**config.mk**
```make
export PLATFORM = sky130hd
export DESIGN_NAME = tmr_pair
export DESIGN_NICKNAME = d
export VERILOG_FILES = /design/src/rtl/tmr_pkg.sv /design/src/rtl/tmr_ctrl.sv /design/src/rtl/tmr_data.sv /design/src/rtl/tmr_pair.sv
export SDC_FILE = /design/constraint.sdc
export NUM_CORES = 1
export LEC_CHECK = 0
export ABC_AREA = 1
export BUFFER_PORTS_ARGS = -buffer_cell sky130_fd_sc_hd__clkbuf_2
export CAP_MARGIN = 20
export CORE_AREA = 2 2 87 89
export DETAILED_ROUTE_END_ITERATION = 16
export DIE_AREA = 0 0 89 91
export PLACE_DENSITY = 0.92
export SYNTH_ARGS = -nofsm -noshare
export SYNTH_HDL_FRONTEND = slang
export SYNTH_SLANG_ARGS = --single-unit
```
**constraint.sdc**
```tcl
create_clock -name clk -period 3.5 [get_ports clk]
set_input_delay 0.175 -clock clk [delete_from_list [all_inputs] [get_ports clk]]
set_output_delay 0.175 -clock clk [all_outputs]
set_load 0.03 [all_outputs]
```
**src/rtl/tmr_pkg.sv**
```systemverilog
package tmr_pkg;
  localparam int BYTE_W = 8;
  localparam int PRE_W  = 5;
  localparam int ADDR_W = 3;

  localparam logic [ADDR_W-1:0] A_CTRL = 3'd0;
  localparam logic [ADDR_W-1:0] A_CFG  = 3'd1;
  localparam logic [ADDR_W-1:0] A_LO0  = 3'd2;
  localparam logic [ADDR_W-1:0] A_HI0  = 3'd3;
  localparam logic [ADDR_W-1:0] A_LO1  = 3'd4;
  localparam logic [ADDR_W-1:0] A_HI1  = 3'd5;

  localparam int B_FLAG1 = 7;
  localparam int B_RUN1  = 6;
  localparam int B_FLAG0 = 5;
  localparam int B_RUN0  = 4;

  typedef enum logic [1:0] {
    SHAPE_13     = 2'd0,
    SHAPE_16     = 2'd1,
    SHAPE_REFILL = 2'd2,
    SHAPE_SPLIT  = 2'd3
  } shape_e;

  typedef struct packed {
    logic   gate;
    logic   extSrc;
    shape_e shape;
  } cfgNib_t;

  typedef struct packed {
    logic step0;
    logic step1;
    logic stepHi0;
  } strobe_t;
endpackage

```
**src/rtl/tmr_ctrl.sv**
```systemverilog
module tmr_ctrl
  import tmr_pkg::*;
#(
  parameter int TICK_DIV    = 12,
  parameter int SYNC_STAGES = 2
) (
  input  logic              clk,
  input  logic              rstN,
  input  cfgNib_t [1:0]     cfg,
  input  logic    [1:0]     run,
  input  logic    [1:0]     extPin,
  input  logic    [1:0]     gatePin,
  output strobe_t           strobes
);
  localparam int PW = $clog2(TICK_DIV);

  logic [PW-1:0] divCnt;
  logic          tick;
  logic [1:0]    fallEvt;
  logic [1:0]    gateLvl;
  logic [1:0]    srcEvt;
  logic [1:0]    allow;

  assign tick = (divCnt == PW'(TICK_DIV - 1));

  always_ff @(posedge clk) begin
    if (!rstN)     divCnt <= '0;
    else if (tick) divCnt <= '0;
    else           divCnt <= divCnt + PW'(1);
  end

  for (genvar i = 0; i < 2; i++) begin : g_pin
    logic [SYNC_STAGES:0]   extSh;
    logic [SYNC_STAGES-1:0] gateSh;
    always_ff @(posedge clk) begin
      if (!rstN) begin
        extSh  <= '0;
        gateSh <= '0;
      end else begin
        extSh  <= {extSh[SYNC_STAGES-1:0], extPin[i]};
        gateSh <= {gateSh[SYNC_STAGES-2:0], gatePin[i]};
      end
    end
    assign fallEvt[i] = extSh[SYNC_STAGES] & ~extSh[SYNC_STAGES-1];
    assign gateLvl[i] = gateSh[SYNC_STAGES-1];
    assign srcEvt[i]  = cfg[i].extSrc ? fallEvt[i] : tick;
    assign allow[i]   = run[i] & (~cfg[i].gate | gateLvl[i]);
  end

  assign strobes.step0   = allow[0] & srcEvt[0];
  assign strobes.step1   = allow[1] & srcEvt[1] & (cfg[1].shape != SHAPE_SPLIT);
  assign strobes.stepHi0 = tick & run[1] & (cfg[0].shape == SHAPE_SPLIT);

  AST_EDGE_SINGLE_STEP: assert property (@(posedge clk) disable iff (!rstN)
    (cfg[0].extSrc && strobes.step0) |=> !(cfg[0].extSrc && strobes.step0));
endmodule

```
**src/rtl/tmr_data.sv**
```systemverilog
module tmr_data
  import tmr_pkg::*;
(
  input  logic                clk,
  input  logic                rstN,
  input  logic                busWe,
  input  logic [ADDR_W-1:0]   busAddr,
  input  logic [BYTE_W-1:0]   busWdata,
  output logic [BYTE_W-1:0]   busRdata,
  input  strobe_t             strobes,
  output cfgNib_t [1:0]       cfg,
  output logic    [1:0]       run,
  output logic    [1:0]       ovfPulse
);
  localparam int CW = 2 * BYTE_W + 1;

  logic [BYTE_W-1:0]       ctrlReg, cfgReg;
  logic [1:0][BYTE_W-1:0]  lo, hi;
  logic [1:0][BYTE_W-1:0]  loNxt, hiNxt;
  logic [BYTE_W-1:0]       ctrlNxt;
  logic [1:0]              wrap;
  logic                    wrapHi0;
  logic                    wrLo0, wrHi0, wrLo1, wrHi1, wrCtrl, wrCfg;

  assign wrCtrl = busWe && busAddr == A_CTRL;
  assign wrCfg  = busWe && busAddr == A_CFG;
  assign wrLo0  = busWe && busAddr == A_LO0;
  assign wrHi0  = busWe && busAddr == A_HI0;
  assign wrLo1  = busWe && busAddr == A_LO1;
  assign wrHi1  = busWe && busAddr == A_HI1;

  assign cfg = cfgReg;
  assign run = {ctrlReg[B_RUN1], ctrlReg[B_RUN0]};

  function automatic logic [CW-1:0] advance(input shape_e m,
                                            input logic [BYTE_W-1:0] h,
                                            input logic [BYTE_W-1:0] l);
    logic [BYTE_W+PRE_W:0] s13;
    logic [CW-1:0]         s16;
    logic [BYTE_W:0]       s8;
    s13 = {1'b0, h, l[PRE_W-1:0]} + (BYTE_W+PRE_W+1)'(1);
    s16 = {1'b0, h, l} + CW'(1);
    s8  = {1'b0, l} + (BYTE_W+1)'(1);
    case (m)
      SHAPE_13:     advance = {s13[BYTE_W+PRE_W], s13[BYTE_W+PRE_W-1:PRE_W],
                               l[BYTE_W-1:PRE_W], s13[PRE_W-1:0]};
      SHAPE_16:     advance = s16;
      SHAPE_REFILL: advance = s8[BYTE_W] ? {1'b1, h, h} : {1'b0, h, s8[BYTE_W-1:0]};
      default:      advance = {s8[BYTE_W], h, s8[BYTE_W-1:0]};
    endcase
  endfunction

  always_comb begin
    loNxt   = lo;
    hiNxt   = hi;
    wrap    = '0;
    wrapHi0 = 1'b0;
    if (strobes.step0)
      {wrap[0], hiNxt[0], loNxt[0]} = advance(cfg[0].shape, hi[0], lo[0]);
    if (strobes.stepHi0)
      {wrapHi0, hiNxt[0]} = {1'b0, hi[0]} + (BYTE_W+1)'(1);
    if (strobes.step1)
      {wrap[1], hiNxt[1], loNxt[1]} = advance(cfg[1].shape, hi[1], lo[1]);
    if (wrLo0) loNxt[0] = busWdata;
    if (wrHi0) hiNxt[0] = busWdata;
    if (wrLo1) loNxt[1] = busWdata;
    if (wrHi1) hiNxt[1] = busWdata;
    ctrlNxt = wrCtrl ? busWdata : ctrlReg;
    if (wrap[0])           ctrlNxt[B_FLAG0] = 1'b1;
    if (wrap[1] | wrapHi0) ctrlNxt[B_FLAG1] = 1'b1;
  end

  always_ff @(posedge clk) begin
    if (!rstN) begin
      ctrlReg  <= '0;
      cfgReg   <= '0;
      lo       <= '0;
      hi       <= '0;
      ovfPulse <= '0;
    end else begin
      ctrlReg  <= ctrlNxt;
      if (wrCfg) cfgReg <= busWdata;
      lo       <= loNxt;
      hi       <= hiNxt;
      ovfPulse <= wrap;
    end
  end

  always_comb begin
    case (busAddr)
      A_CTRL:  busRdata = ctrlReg;
      A_CFG:   busRdata = cfgReg;
      A_LO0:   busRdata = lo[0];
      A_HI0:   busRdata = hi[0];
      A_LO1:   busRdata = lo[1];
      A_HI1:   busRdata = hi[1];
      default: busRdata = '0;
    endcase
  end

  AST_STOPPED_HOLDS: assert property (@(posedge clk) disable iff (!rstN)
    (!ctrlReg[B_RUN0] && cfg[0].shape != SHAPE_SPLIT && !wrLo0 && !wrHi0)
      |=> $stable({hi[0], lo[0]}));
  AST_REFILL_FROM_HIGH: assert property (@(posedge clk) disable iff (!rstN)
    (cfg[0].shape == SHAPE_REFILL && strobes.step0 && lo[0] == '1 && !wrLo0 && !wrHi0)
      |=> lo[0] == $past(hi[0]));
  AST_SPLIT_T1_FROZEN: assert property (@(posedge clk) disable iff (!rstN)
    (cfg[1].shape == SHAPE_SPLIT && !wrLo1 && !wrHi1) |=> $stable({hi[1], lo[1]}));
  AST_PULSE_HAS_FLAG: assert property (@(posedge clk) disable iff (!rstN)
    ovfPulse[0] |-> ctrlReg[B_FLAG0]);
  AST_WRITE_BEATS_STEP: assert property (@(posedge clk) disable iff (!rstN)
    wrLo0 |=> lo[0] == $past(busWdata));
endmodule

```
**src/rtl/tmr_pair.sv**
```systemverilog
module tmr_pair
  import tmr_pkg::*;
#(
  parameter int TICK_DIV    = 12,
  parameter int SYNC_STAGES = 2
) (
  input  logic       clk,
  input  logic       rstN,
  input  logic       busWe,
  input  logic [2:0] busAddr,
  input  logic [7:0] busWdata,
  output logic [7:0] busRdata,
  input  logic       cntIn0,
  input  logic       cntIn1,
  input  logic       gateIn0,
  input  logic       gateIn1,
  output logic       ovfPulse0,
  output logic       ovfPulse1
);
  strobe_t       strobes;
  cfgNib_t [1:0] cfg;
  logic    [1:0] run;
  logic    [1:0] ovfPulse;

  tmr_ctrl #(.TICK_DIV(TICK_DIV), .SYNC_STAGES(SYNC_STAGES)) u_ctrl (
    .clk     (clk),
    .rstN    (rstN),
    .cfg     (cfg),
    .run     (run),
    .extPin  ({cntIn1, cntIn0}),
    .gatePin ({gateIn1, gateIn0}),
    .strobes (strobes)
  );

  tmr_data u_data (
    .clk      (clk),
    .rstN     (rstN),
    .busWe    (busWe),
    .busAddr  (busAddr),
    .busWdata (busWdata),
    .busRdata (busRdata),
    .strobes  (strobes),
    .cfg      (cfg),
    .run      (run),
    .ovfPulse (ovfPulse)
  );

  assign ovfPulse0 = ovfPulse[0];
  assign ovfPulse1 = ovfPulse[1];
endmodule

```
---- Word level (Yosys, flattened, before mapping) ----
Cells that the tools add are included.
word-level totals
  bits in registers ....................... 64
  word-level logic and storage cells ...... 101
operators by class
  add/subtract/negate cells ............... 8
  equal/unequal tests ..................... 16
  muxes and demuxes ....................... 22
  bitwise gates (word level) .............. 17
  reductions and logical operators ........ 22
operators with widths
  kind                                                                     count
  17-bit one-hot mux with 3 select lines                                   2
  8-bit two-way mux                                                        10
  8-bit one-hot mux with 6 select lines                                    1
  16-bit by 1-bit adder with 17-bit output, second input constant          2
  17-bit two-way mux                                                       2
  13-bit by 1-bit adder with 14-bit output, second input constant          2
  8-bit by 1-bit adder with 9-bit output, second input constant            3
  2-bit nonzero test                                                       5
  1-bit AND                                                                9
  1-bit two-way mux                                                        7
  2-bit == test, second input constant                                     3
  3-bit by 2-bit == test with 1-bit output, second input constant          2
  3-bit == test, second input constant                                     2
  1-bit logical AND                                                        6
  2-bit by 1-bit inequality test with 1-bit output, second input constant  3
  3-bit AND reduction                                                      2
  3-bit nonzero test                                                       2
  1-bit inverter                                                           5
  4-bit by 1-bit adder with 4-bit output, second input constant            1
  2-bit by 1-bit == test with 1-bit output, second input constant          2
  4-bit == test, second input constant                                     1
  2-bit logical NOT                                                        2
  2-bit AND reduction                                                      2
  4-bit nonzero test                                                       1
  other kinds (6)                                                          8

---- Logic depth before layout (Yosys ltp) ----
Gate-level depths: netlist of the first run.
  depth after elaboration ................. 8
  mapped depth ............................ 11
  gate-level depth less buffers ........... 11

---- Hierarchy ----
From an unflattened synthesis of the first run, not the netlist that was laid out.
unflattened totals
  cell total of the unflattened synthesis .. 691
  area, all modules ....................... 4341.7 um2
modules (own cells, without submodules)
  module    instances  cells each  area each (um2)  sequential area each (um2)
  tmr_data  1          619         3806.2           1001.0
  tmr_ctrl  1          72          535.5            280.3

---- Least setup slack after synthesis of the first run ----
OpenSTA, ideal clock, no wires.
  path type ............................... reg2reg
  from .................................... register u_data.lo[0] in the netlist's numbering
  to ...................................... register u_data.lo[3] in the netlist's numbering
  arrival time ............................ 1.385 ns
  data required time ...................... 3.372 ns
  path slack .............................. 1.987 ns
  cell stages (with the launch flop) ...... 11
  buffers on the path ..................... 0
  clock period less this slack ............ 1.513 ns
  path through ............................ dfxtp_1 -> ha_1 -> nand2_1 -> nor2_4 -> nand2_4 -> nor2_8 -> inv_2 -> o21ai_0 -> a21oi_1 -> nor2_1 -> nor2_1
on the way
  cells in the longest elaborated chain, start to end .. 5
  elaborated cells between the ends (all ways) .. 7
RTL lines
  element                                   RTL line        RTL
  from (decl)                               tmr_data.sv:18  logic [1:0][BYTE_W-1:0] lo, hi;
  from (signal assigned)                    tmr_data.sv:83  lo <= loNxt;
  8-bit by 1-bit adder with 9-bit output    tmr_data.sv:43  s8 = {1'b0, l} + (BYTE_W+1)'(1);
  17-bit two-way mux                        tmr_data.sv:48  SHAPE_REFILL: advance = s8[BYTE_W] ? {1'b1, h, h} : {1'b0, h, s8[BYTE_W-1:0]};
  17-bit one-hot mux with 3 select lines *  tmr_data.sv:44  case (m)
  8-bit two-way mux *                       tmr_data.sv:58  if (strobes.step0)
  8-bit two-way mux *                       tmr_data.sv:64  if (wrLo0) loNxt[0] = busWdata;
Every way passes the cells marked *; elsewhere a longest branch is shown, timed or not. The select of a mux whose other input is x is not followed.
A chain may end at the register's enable or synchronous reset.

---- Final worst setup path of the first run ----
  from .................................... register u_ctrl.divCnt[0]
  to ...................................... register u_data.lo[9] in the netlist's numbering
on the way
  cells in the longest elaborated chain, start to end .. 5
RTL lines
  element                       RTL line        RTL
  from (decl)                   tmr_ctrl.sv:17  logic [PW-1:0] divCnt;
  from (signal assigned)        tmr_ctrl.sv:29  else divCnt <= divCnt + PW'(1);
  4-bit == test                 tmr_ctrl.sv:24  assign tick = (divCnt == PW'(TICK_DIV - 1));
  1-bit two-way mux             tmr_ctrl.sv:46  assign srcEvt[i] = cfg[i].extSrc ? fallEvt[i] : tick;
  1-bit AND (2 in series)       tmr_ctrl.sv:51  assign strobes.step1 = allow[1] & srcEvt[1] & (cfg[1].shape != SHAPE_SPLIT);
  2-bit nonzero test (no line)  n/a
No other way between the ends.

==> summary.md, run 1 <==
| Metric | Value |
|---|---|
| Outcome | complete, but fails checks |
| Violated checks | negative hold slack |
| Levels on crit path | 9 |
| WL per Instance | 17.5 um |
| CTS tree | done |
| Clk root buf | clkbuf_8 |
| Combinational power share | 0.103 |
| Ys flop type | dfxtp_1 |
| Final min period | ~2 ns |
| Top-Level Pins | 28 |
| Async SR Flop Fraction | 0 |
| Post-Syn Area per Cell | roughly 6.3 um2 |
| Crit Path Class | reg2reg |
| Yosys warns | 0 |
| Max Clock Skew | approximately 0.014 ns |
| Setup violators final | 0 |
| Pins Over Slew Limit | 0 |
| Height of the die | 91 um |
| CTS Buf Count | 9 |
| Top sig layer | met4 |
| CP endpoint | u_data.lo[9] |
| Wl on met1 | about 5700 um |
| Fin. Hold Viols | 1 |
| DRT Pass-1 Iters | 9 |
| Power Density | between 300 and 400 nW/um2 |
| Vias per cell | between 6 and 7 |
| Seq/Total Area, Yosys | 0.285 |
| Leak | between 2 and 2.5 nW |
| Syn-to-layout area delta | 9.59% |
| Slew @ Worst Pin | 0.772 ns |
| Family with the most delay on the worst path | simple AND/OR/NAND/NOR gates |
| Antenna Cells | 0 |
| Rel. slew slack | 0.483 |
| Max incr delay on CP | ~0.36 ns |
| Syn_nets | approximately 740 |
| Clock Latency Late Sink | approximately 0.37 ns |
| Fmax | between 500 and 600 MHz |
| Worst path slowest cell | dfxtp_1 |
| Final worst path period share | 0.564 |
| Net Switching | ~0.46 mW |
| Critical-path cell list | ha_1 > nand3_1 > nand2_1 > nand3_1 > nor2_2 > inv_1 > nor2_2 > nand3_1 > a21oi_1 |
| Antenna Nets Post-Route | 0 |
| Most frequent cells in the layout | 162 x nand2_1, 85 x inv_1, 68 x nand3_1 |
| Largest net degree at the start of global routing | 36 |
| HP Start | cntIn0 |
| Vias in the first global route | just under 5000 |
| R2R setup slack | about 1.5 ns |
| Floorplan row count | 31 |
| Postcts setup bufs | 0 |
| Worst Setup SP | u_ctrl.divCnt[0] |
| Post-Layout Cell Count | about 850 |
| Synth cell types | approximately 40 |
| CTS Buffer Depth | 2 |
| Most common cell after layout, fill and taps aside | nand2_1 |
| WP buf/inv | 1 |
| Port bufs | 27 |
| Startpoint types | register |
| Iteration-0 DRC Markers | approximately 930 |
| Die Wd | ~89 um |
| Share of cells above drive strength 1 | 0.140 |
| Core box area | roughly 7000 um2 |
| Post-DP Area | ~4700 um2 |
| Initial antenna violation count | 0 |
| Total wire length | 14900 um |
| Placed insts | roughly 830 |
| Setup TNS | 0 ns |
| Most used cell, CP | nand3_1 |
| Starting Density | 0.631 |
| Count of flip-flops with a built-in enable after synthesis | 0 |
| Yosys reg bits | 64 |
| Sequential Power Share | 0.462 |
| Post-Syn Area | 4500 um2 |
| Power share of the clock group | 0.436 |
| Met3 wire len | approximately 2200 um |
| Max FO, Critical Path | 5 |
| Worst Reg-to-Reg Cells | 9 |
| Switch share | 0.277 |
| Worst hold margin | -0.000123 ns |
| First-pass GRT wire length | 24100 um |
| Worst path required time | roughly 3.8 ns |
| H-tree levels | 3 |
| Met2 wire length | 6350 um |
| Final setup margin | 1.53 ns |
| Type of the worst min-delay path | in2reg |
| FF-to-FF End | u_data.lo[9] |
| DIE AREA | between 8000 and 9000 um2 |
| CP arrival | 2.26 ns |
| Reg-to-Reg Start | u_ctrl.divCnt[0] |
| Number of max-cap violations | 0 |
| Final nets | between 700 and 800 |
| RSZ-0062 raised after global routing | false |
| Util after Layout | 0.691 |
| Maximum vdd drop | about 0.35 mV |
| P_int | roughly 1.2 mW |
| Final instance area | 4930 um2 |
| Post-route DRC | 0 |
| CP endpoint kind | register |
| Sink Count | 64 |
| Clock-pin slew on the worst setup and hold paths | around 0.080 ns |
| Post-CTS sizing | 0 |
| DP Worst Slack | between 1.5 and 2 ns |
| Congestion Overflow GR | 0 |
| Post-DP HPWL | 10900 um |
| GRT Overall Usage | 0.383 |
| GPL Wtd Cong | between 1 and 1.5 |
| Gate Count Post-Synth | between 700 and 800 |
| Hold buffer count at cts | 1 |
| DR vias | ~5400 |
## state kept, by name, indices dropped and copies added, names as in the netlist
| register | cells |
|---|---|
| u_ctrl.divCnt | 4 |
| u_ctrl.g_pin.extSh | 6 |
| u_ctrl.g_pin.gateSh | 4 |
| u_data.cfg | 8 |
| u_data.ctrlReg | 8 |
| u_data.hi | 16 |
| u_data.lo | 16 |
| u_data.ovfPulse | 2 |
## synth_stat cells (all sizes together), types with 7 or more instances
master	instances	share of area
o22ai	11	0.015
nand3	72	0.086
a21oi	66	0.073
dfxtp	64	0.28
nor3	8	0.011
xor2	7	0.014
nand2	173	0.15
nor2	86	0.10
nand4	10	0.014
clkbuf	7	0.0058
buf	9	0.011
o211ai	10	0.017
o21ai	64	0.072
inv	99	0.083
## worst reg2reg max path, delay by kind of cell (launching register included)
| kind | cells | cell delay (ns) |
|---|---|---|
| adder cells (fa/ha/maj) | 1 | 0.20 |
| buffers and inverters | 1 | 0.14 |
| AND/OR/NAND/NOR | 6 | 1.06 |
| AO/OA/AOI/OAI | 1 | 0.16 |
| flip-flops | 1 | 0.36 |
## power by group through the flow
stage / clock network (mW) / registers, mW / logic (mW)
after CTS: 0.728 / 0.774 / 0.165
after floorplan: 0 / 0.780 / 0.115
after global routing: 0.756 / 0.778 / 0.187
after global placement: 0 / 0.790 / 0.158
final: 0.732 / 0.776 / 0.172
after detailed placement: 0 / 0.791 / 0.163
## metal layers
| layer | vias up | GRT usage |
|---|---|---|
| met3 | 77 | 0.0873 |
| li1 | 2451 | - |
| met4 | 0 | 0.142 |
| met2 | 455 | 0.550 |
| met1 | 2372 | 0.554 |
| met5 | - | 0 |
## stage by stage
step / power, mW / hold slack, ns
after global placement: 0.948 / 0.357
after global routing: 1.72 / 0.0119
final: 1.68 / -0.000123
after detailed placement: 0.954 / 0.363
after CTS: 1.67 / 0.000978
after floorplan: 0.896 / 0.273
## area by class of cell
cell class / instances / area (um2)
multi-input combinational: 539 / 2770
tap: 99 / 124
timing repair buffer: 30 / 163
fill: 647 / 2200
sequential: 64 / 1280
clock buffer: 10 / 138
inverter: 101 / 380
clock inverter: 5 / 81.3
## how the worst min path moves through the flow
stage	depth (start not counted)	slack (ns)	end
final	3	-0.0001	u_ctrl.g_pin[0].extSh[0]
after global routing	3	0.01	u_ctrl.g_pin[0].extSh[0]
after detailed placement	3	0.36	u_ctrl.g_pin[0].gateSh[0]
after floorplan	2	0.27	u_ctrl.g_pin[0].extSh[0]
after CTS	3	0.001	u_ctrl.g_pin[1].extSh[0]
after global placement	3	0.36	u_ctrl.g_pin[0].extSh[0]
## cell families (layout without fill, tap and decap cells)
kind of cell / after synthesis / after routing / share of synthesized area
AND/OR/NAND/NOR: 353 / 353 / 0.370
AO/OA/AOI/OAI: 172 / 172 / 0.214
buffers and inverters: 117 / 146 / 0.101
flip-flops: 64 / 64 / 0.285
XOR/XNOR: 10 / 10 / 0.0195
adder cells (fa/ha/maj): 4 / 4 / 0.0111
No activity file was read; power rests on OpenSTA's default activity.
==> run 2, diff against run 1 <==
--- a/config.mk
+++ b/config.mk
@@ -8,10 +8,10 @@
 export ABC_AREA = 1
 export BUFFER_PORTS_ARGS = -buffer_cell sky130_fd_sc_hd__clkbuf_2
 export CAP_MARGIN = 20
-export CORE_AREA = 2 2 87 89
+export CORE_AREA = 2 2 93 95
 export DETAILED_ROUTE_END_ITERATION = 16
-export DIE_AREA = 0 0 89 91
-export PLACE_DENSITY = 0.92
+export DIE_AREA = 0 0 95 97
+export PLACE_DENSITY = 0.86
 export SYNTH_ARGS = -nofsm -noshare
 export SYNTH_HDL_FRONTEND = slang
 export SYNTH_SLANG_ARGS = --single-unit
==> constraint.sdc (replaced) <==
create_clock -name clk -period 1.8 [get_ports clk]
set_input_delay 0.09 -clock clk [delete_from_list [all_inputs] [get_ports clk]]
set_output_delay 0.09 -clock clk [all_outputs]
set_load 0.03 [all_outputs]
==> summary.md, run 2 (synthesis gave the netlist of run 1 again) <==
| Metric | Value |
|---|---|
| GPL Wtd Cong | 0.983 (was 1.03) |
| Most common cell after layout, fill and taps aside | nand2_1 (unchanged) |
| Worst Setup SP | u_data.hi[9] (was u_ctrl.divCnt[0]) |
| Worst hold margin | 0.0174 ns (was -0.000123 ns) |
| Fin. Hold Viols | 0 (was 1) |
| Syn-to-layout area delta | 17.8% (was 9.59%) |
| CP arrival | 1.65 ns (was 2.26 ns) |
| Total power | 3.34 mW (was 1.68 mW) |
| Most frequent cells in the layout | 159 x nand2_1, 83 x inv_1, 67 x nand3_1 (was 162 x nand2_1, 85 x inv_1, 68 x nand3_1) |
| Clock-pin slew on the worst setup and hold paths | 0.09 ns (was 0.08 ns) |
| Height of the die | 97 um (was 91 um) |
| CP endpoint kind | output pin (was register) |
| Startpoint types | register (unchanged) |
| DP Worst Slack | -0.00970 ns (was 1.58 ns) |
| Worst path required time | 1.71 ns (was 3.79 ns) |
| Port bufs | 27 (unchanged) |
| DIE AREA | 9220 um2 (was 8100 um2) |
| Setup TNS | 0 ns (unchanged) |
| H-tree levels | 3 (unchanged) |
| Worst path slowest cell | dfxtp_1 (unchanged) |
| Critical-path cell list | buf_4 > inv_1 > o21ai_0 > a221oi_2 > nand3_1 > clkbuf_2 (was ha_1 > nand3_1 > nand2_1 > nand3_1 > nor2_2 > inv_1 > nor2_2 > nand3_1 > a21oi_1) |
| Die Wd | 95 um (was 89 um) |
| Core box area | 8130 um2 (was 7140 um2) |
| DR vias | 5345 (was 5355) |
| CTS tree | done (unchanged) |
| Top Registers | u_data.hi: 16 flops, u_data.lo: 16 flops (unchanged) |
| Post-DP Area | 4910 um2 (was 4690 um2) |
| Final min period | approximately 1.7 ns |
| CTS Buffer Depth | 2 (unchanged) |
| DRT Pass-1 Iters | 8 (was 9) |
| Pins Over Slew Limit | 0 (unchanged) |
| Clk root buf | clkbuf_8 (unchanged) |
| Vias in the first global route | 4746 (was 4840) |
| Worst Reg-to-Reg Cells | 5 (was 9) |
| Levels on crit path | 6 (was 9) |
| Max incr delay on CP | 0.32 ns (was 0.36 ns) |
| Leak | 2.29 nW (was 2.10 nW) |
| Congestion Overflow GR | 0 (unchanged) |
| Sink Count | 64 (unchanged) |
| FF-to-FF End | u_data.ovfPulse[0] (was u_data.lo[9]) |
| Iteration-0 DRC Markers | 832 (was 928) |
| Top-Level Pins | 28 (unchanged) |
| Setup violators final | 0 (unchanged) |
| Number of max-cap violations | 0 (unchanged) |
| Slew @ Worst Pin | 0.526 ns (was 0.772 ns) |
| Share of cells above drive strength 1 | 0.203 (was 0.140) |
| Outcome | completed (was complete, but fails checks) |
| Max Clock Skew | 0.0131 ns (was 0.0135 ns) |
| R2R setup slack | 0.07 ns (was 1.53 ns) |
| Type of the worst min-delay path | in2reg (unchanged) |
| Clock Latency Late Sink | 0.36 ns (was 0.37 ns) |
| Antenna Nets Post-Route | 0 (unchanged) |
| Post-Layout Cell Count | 890 (was 848) |
| Final setup margin | 0.0621 ns (was 1.53 ns) |
| Final worst path period share | 0.965 |
| Vias per cell | 6.01 (was 6.31) |
| Power Density | 630 nW/um2 (was 341 nW/um2) |
| Crit Path Class | reg2out (was reg2reg) |
| Max FO, Critical Path | 6 (was 5) |
| CP endpoint | busRdata[1] (was u_data.lo[9]) |
| WP buf/inv | 3 (was 1) |
| Util after Layout | 0.652 (was 0.691) |
| Initial antenna violation count | 0 (unchanged) |
| Antenna Cells | 0 (unchanged) |
| CTS Buf Count | 9 (unchanged) |
| Maximum vdd drop | 0.609 mV (was 0.350 mV) |
| GRT Overall Usage | 0.344 (was 0.383) |
| First-pass GRT wire length | 24700 um (was 24100 um) |
| Family with the most delay on the worst path | buffers and inverters (was simple AND/OR/NAND/NOR gates) |
| Fmax | ~580 MHz |
| Floorplan row count | 33 (was 31) |
| Final nets | 802 (was 767) |
| Largest net degree at the start of global routing | 35 (was 36) |
| Rel. slew slack | 0.647 (was 0.483) |
| Post-DP HPWL | 11500 um (was 10900 um) |
| Placed insts | 863 (was 831) |
| Total wire length | 15500 um (was 14900 um) |
| WL per Instance | 17.4 um (was 17.5 um) |
| Starting Density | 0.553 (was 0.631) |
| Final instance area | 5300 um2 (was 4930 um2) |
| Reg-to-Reg Start | u_data.lo[2] (was u_ctrl.divCnt[0]) |
| Post-route DRC | 0 (unchanged) |
## run 2: area by class of cell
type | count | area (um2)
clock buffers | 10 | 138
clock inverters | 6 | 91.3
fillers | 709 | 2830
inverters | 101 | 380
multi-input cells | 539 | 2830
flip-flops and latches | 64 | 1290
well taps | 105 | 131
repair buffers | 65 | 443
## run 2: how the worst min path moves through the flow
stage / start / to / slack, ns / cells past startpoint
after CTS: busWdata[2] / u_data.lo[2] / 0.008 / 3
after global routing: busWdata[0] / u_data.lo[0] / 0.05 / 3
final: busWdata[2] / u_data.lo[2] / 0.02 / 3
after global placement: cntIn0 / u_ctrl.g_pin[0].extSh[0] / 0.28 / 3
after detailed placement: cntIn1 / u_ctrl.g_pin[1].extSh[0] / 0.28 / 3
after floorplan: cntIn0 / u_ctrl.g_pin[0].extSh[0] / 0.19 / 2
## run 2: worst min-delay path, delay by kind of cell
| kind | cells | cell delay, ns |
|---|---|---|
| compound gates | 1 | 0.07 |
| buf+inv | 1 | 0.09 |
| simple gates | 1 | 0.06 |
## run 2: per-layer routing
metal	part of all wire	GRT usage	vias to the layer above	wire length (um)
met1	0.41	0.489	2355	6340
met3	0.14	0.105	57	2120
met2	0.42	0.498	410	6480
li1	-	-	2523	-
met5	0	0	-	0
met4	0.037	0.104	0	570
## run 2: where the power goes
| group | switching, mW | internal [mW] | leakage (nW) | total (mW) |
|---|---|---|---|---|
| registers | 0.0454 | 1.46 | 0.524 | 1.50 |
| logic | 0.261 | 0.117 | 1.65 | 0.378 |
| clock network | 0.634 | 0.825 | 0.117 | 1.46 |
| total | 0.941 | 2.40 | 2.29 | 3.34 |
## run 2: timing repair
action | CTS | global route
resized for setup | 2 | 24
hold endpoints to repair | 4 | 0
pin swaps | 0 | 7
hold buffers | 4 | 0
gates cloned | 0 | 0
endpoints found under the setup margin | 6 | 35
buffers inserted | 0 | 7
